<file path="src/rtl/kbd_disp_port.sv">
module kbd_disp_port #(
  parameter int DW = 16,
  parameter int CW = 8,
  parameter logic [15:0] KEY_STAT_ADDR = 16'hFE00,
  parameter logic [15:0] KEY_DATA_ADDR = 16'hFE02,
  parameter logic [15:0] SCR_STAT_ADDR = 16'hFE04,
  parameter logic [15:0] SCR_DATA_ADDR = 16'hFE06
) (
  input  logic          clk,
  input  logic          rst_n,
  input  logic [15:0]   bus_addr,
  input  logic          bus_rd,
  input  logic          bus_wr,
  input  logic [DW-1:0] bus_wdata,
  input  logic [DW-1:0] mem_rdata,
  output logic [DW-1:0] rdata,
  output logic          io_sel,
  input  logic          key_strobe,
  input  logic [CW-1:0] key_code,
  output logic          disp_valid,
  output logic [CW-1:0] disp_char,
  input  logic          disp_ack,
  output logic          kbd_irq,
  output logic          disp_irq
);
  localparam int RDY = DW - 1;
  localparam int IEN = DW - 2;

  logic          key_rdy, key_ie, scr_rdy, scr_ie;
  logic [CW-1:0] key_q, scr_q;

  wire hit_ks = bus_addr == KEY_STAT_ADDR;
  wire hit_kd = bus_addr == KEY_DATA_ADDR;
  wire hit_ss = bus_addr == SCR_STAT_ADDR;
  wire hit_sd = bus_addr == SCR_DATA_ADDR;

  wire key_take = bus_rd & hit_kd;
  wire key_cap  = key_strobe & ~key_rdy;
  wire scr_put  = bus_wr & hit_sd & scr_rdy;
  wire scr_done = disp_ack & ~scr_rdy;

  logic unused_wbits;
  assign unused_wbits = ^{bus_wdata[RDY], bus_wdata[IEN-1:CW]};

  always_ff @(posedge clk) begin
    if (!rst_n) begin
      key_rdy <= 1'b0;
      key_ie  <= 1'b0;
      key_q   <= '0;
    end else begin
      if (key_cap) begin
        key_rdy <= 1'b1;
        key_q   <= key_code;
      end else if (key_take) begin
        key_rdy <= 1'b0;
      end
      if (bus_wr && hit_ks) key_ie <= bus_wdata[IEN];
    end
  end

  always_ff @(posedge clk) begin
    if (!rst_n) begin
      scr_rdy <= 1'b1;
      scr_ie  <= 1'b0;
      scr_q   <= '0;
    end else begin
      if (scr_put) begin
        scr_rdy <= 1'b0;
        scr_q   <= bus_wdata[CW-1:0];
      end else if (scr_done) begin
        scr_rdy <= 1'b1;
      end
      if (bus_wr && hit_ss) scr_ie <= bus_wdata[IEN];
    end
  end

  assign io_sel     = hit_ks | hit_kd | hit_ss | hit_sd;
  assign disp_valid = ~scr_rdy;
  assign disp_char  = scr_q;
  assign kbd_irq    = key_rdy & key_ie;
  assign disp_irq   = scr_rdy & scr_ie;

  always_comb begin
    rdata = mem_rdata;
    if (hit_ks)      rdata = {key_rdy, key_ie, {(DW-2){1'b0}}};
    else if (hit_kd) rdata = {{(DW-CW){1'b0}}, key_q};
    else if (hit_ss) rdata = {scr_rdy, scr_ie, {(DW-2){1'b0}}};
    else if (hit_sd) rdata = {{(DW-CW){1'b0}}, scr_q};
  end

  AST_KEY_CAPTURE: assert property (@(posedge clk) disable iff (!rst_n)
    key_strobe && !key_rdy |=> key_rdy && key_q == $past(key_code));
  AST_KEY_LOCKOUT: assert property (@(posedge clk) disable iff (!rst_n)
    key_rdy && !key_take |=> key_rdy && $stable(key_q));
  AST_KEY_CONSUME: assert property (@(posedge clk) disable iff (!rst_n)
    key_rdy && key_take |=> !key_rdy);
  AST_SCR_HOLD: assert property (@(posedge clk) disable iff (!rst_n)
    disp_valid && !disp_ack |=> disp_valid && $stable(disp_char));
  AST_SCR_DISCARD: assert property (@(posedge clk) disable iff (!rst_n)
    !scr_rdy |=> $stable(disp_char));
  AST_IRQ_GATED: assert property (@(posedge clk) disable iff (!rst_n)
    (kbd_irq |-> key_ie) and (disp_irq |-> !disp_valid));
endmodule

</file>
<file path="config.mk">
export PLATFORM = sky130hd
export DESIGN_NAME = kbd_disp_port
export DESIGN_NICKNAME = d
export VERILOG_FILES = /design/src/rtl/kbd_disp_port.sv
export SDC_FILE = /design/constraint.sdc
export NUM_CORES = 1
export LEC_CHECK = 0
export BUFFER_PORTS_ARGS = -buffer_cell sky130_fd_sc_hd__buf_2
export CAP_MARGIN = 10
export CORE_ASPECT_RATIO = 0.8
export CORE_MARGIN = 2
export CORE_UTILIZATION = 35
export DETAILED_ROUTE_END_ITERATION = 16
export GPL_TIMING_DRIVEN = 0
export MAX_ROUTING_LAYER = met4
export PLACE_DENSITY = 0.82
export SLEW_MARGIN = 20
export SYNTH_ARGS = -nofsm -noshare
export SYNTH_HDL_FRONTEND = slang
export SYNTH_SLANG_ARGS = --single-unit
export TNS_END_PERCENT = 100
</file>
<file path="constraint.sdc">
create_clock -name clk -period 4.25 [get_ports clk]
set_clock_uncertainty 0.15 [all_clocks]
set_input_delay 0.6375 -clock clk [delete_from_list [all_inputs] [get_ports clk]]
set_output_delay 0.6375 -clock clk [all_outputs]
set_load 0.03 [all_outputs]
</file>
==> impl_metrics.json <==
{
  "ys_warn_count": 0,
  "worstSkewPairLatency_ns": 0.25,
  "fillers": 338,
  "io-pin-count": 90,
  "vdd_drop_max_mv": 0.209,
  "synth_top_area_share_pct": 33.0,
  "io_buffers": 81,
  "synth_seq_cells": 20,
  "htree_levels": 1,
  "hold_depth": 2,
  "cts.repair.resized": 0,
  "cp_num_cells": 6,
  "grt_usage_pct": 17.1,
  "start_util_pct": 35.9,
  "hold_path.class": "reg -> reg",
  "setup_viol": 0,
  "drtPass1Iterations": 4,
  "antenna_found_initial": 0,
  "critPathBufInv": 3,
  "endpoint_kind": "output port",
  "finalCritPeriodShare_pct": 65.5,
  "grt_pass1_vias": 1157,
  "crit_fanout": 10,
  "hpwl_um": 2570,
  "synth_cells": 149,
  "grt_max_degree": 11,
  "hold_ws_ns": 0.313,
  "critPathMaxStageDelay_ns": 0.31,
  "coreArea_sq_mm": 0.00338,
  "worstPathRequired_ns": 3.46,
  "syn-cell-area_sq_mm": 0.00121,
  "maxCapViolations": 0,
  "syn-num-nets": 211,
  "via_per_inst": 4.73,
  "fin_ws_ns": 1.47,
  "numClockSinks": 20,
  "grt_overflow": 0,
  "ant_nets": 0,
  "drc": 0,
  "area_growth_pct": 41.2,
  "drt-wirelength-per-cell_um": 12.3,
  "layout_common_cells": "83 x buf_2, 55 x nand2_1, 20 x dfxtp_1",
  "ctsLongestPathBuffers": 2,
  "hold_viol": 0,
  "die_x_um": 69.8,
  "dieArea_sq_mm": 0.00395,
  "slew_headroom_pct": 62.5,
  "min_period_ns": 2.78,
  "cpMaxStageDelayCell": "nor4b_4",
  "rr_worst_depth": 4,
  "post-cts-setup-buffer-count": 0,
  "critPathTopFamily": "buffers and inverters",
  "place_ws_ns": 1.45,
  "path_cells": "buf_2 -> nor4b_4 -> nand4_4 -> clkbuf_1 -> o21ai_0 -> buf_2",
  "p_leak_nw": 0.839,
  "seq_area_frac_synth_pct": 33.0,
  "timing.fmax_mhz": 359,
  "antenna-diode-count": 0,
  "worst_pin_slew_ns": 0.562,
  "syn_area_per_cell_sq_um": 8.14,
  "drive_gt1_share_pct": 44.2,
  "ctsHoldBuffers": 0,
  "clock-root-buffer": "clkbuf_8",
  "final_common_cell": "buf_2",
  "clk_pin_slew_worst_paths_ns": 0.07,
  "place_congestion": 0.780,
  "criticalPathCategory": "in -> out",
  "drt_wl_total_um": 3370,
  "synth_area_leader_cell": "dfxtp_1",
  "rsz0062_at_grt": "no",
  "cpMostUsedCell": "buf_2",
  "nets": 297,
  "status": "complete, no violations",
  "arrival_ns": 2.00,
  "die_y_um": 56.6,
  "vias": 1302,
  "tns_ns": 0,
  "cts_made_buffers": 3,
  "reg2reg_slack_ns": 2.93,
  "synth_area_leaders": "dfxtp_1 33%, nand2_1 17%, mux2i_1 9.1%",
  "power_density_mw_per_mm2": 236,
  "power_uw": 405,
  "drv_slew": 0,
  "startpoint_type": "input pin",
  "drtIter0Drc": 36,
  "synth_cell_types": 25,
  "grt_pass1_wl_um": 5260,
  "rows": 19,
  "cts_tree": "done"
}
==> cell usage after synthesis <==
cell type and instances:
and4bb_2 1, nor3_1 1, o21ai_0 10, nor4b_4 1
o31ai_1 2, a21oi_1 1, nor4b_2 1, buf_2 2
nand2b_1 1, nor3_2 1, and4_1 1, dfxtp_1 20
mux2_2 8, o311ai_4 1, o41ai_2 1, a21boi_0 8
clkbuf_1 7, nand4_4 1, buf_6 2, and2_1 8
nand2_1 55, nor2_1 2, nor2b_1 1, inv_1 2
mux2i_1 11
==> state kept, by name, indices dropped and copies added, names as in the netlist <==
signal and cells:
scr_rdy 1, key_q 8, disp_char 8, key_rdy 1, scr_ie 1, key_ie 1
==> area by class of cell <==
type	instances	area, sq um	share of cell area, %
Tap cell	42	52.6	3.07
Inverter	2	7.51	0.439
Buffer	11	58.8	3.44
Timing Repair Buffer	81	405	23.7
Sequential cell	20	400	23.4
Clock buffer	3	41.3	2.41
Multi-Input combinational cell	116	746	43.6
==> power by group <==
group          internal (mW)  switching [mW]  total (mW)
sequential             0.192         0.00279       0.195
combinational         0.0379          0.0493      0.0872
clock                 0.0630          0.0592       0.122
==> worst reg2reg max path, stage by stage, from the launching register on <==
cell	delay [ns]
dfxtp_1	0.41
nand2b_1	0.13
clkbuf_1	0.31
nand2_1	0.10
a21boi_0	0.16
==> logic make-up (layout without fill, tap and decap cells) <==
| logic type | after synthesis | in the layout | share of synthesized area (%) |
|---|---|---|---|
| muxes | 19 | 19 | 16.5 |
| DFF | 20 | 20 | 33.0 |
| AOI/OAI and AO/OA | 23 | 23 | 14.2 |
| buffers and inverters | 13 | 97 | 5.47 |
| and+or+nand+nor | 74 | 74 | 30.8 |
==> final timing paths <==
path,from,endpoint
worst max register to register,key_rdy,key_q[2]
worst min register to register,key_q[4],key_q[4]
worst max-delay path,bus_addr[4],rdata[1]
worst min-delay path,key_q[4],key_q[4]
==> routing by layer <==
metal	track usage, %	share of wire [%]
met5	-	0
met4	2.47	0.30
met3	4.49	7.1
met2	29.5	46
met1	20.6	46
==> stage by stage <==
stage / std cells / util, % / cell area [sq um]
floorplan: 149 / - / 1210
global placement: 272 / 49.5 / 1670
detailed placement: 272 / 49.5 / 1670
CTS: 275 / 50.7 / 1710
global route: 275 / 50.7 / 1710
finish: 275 / 50.7 / 1710
No activity file was read; power rests on OpenSTA's default activity.
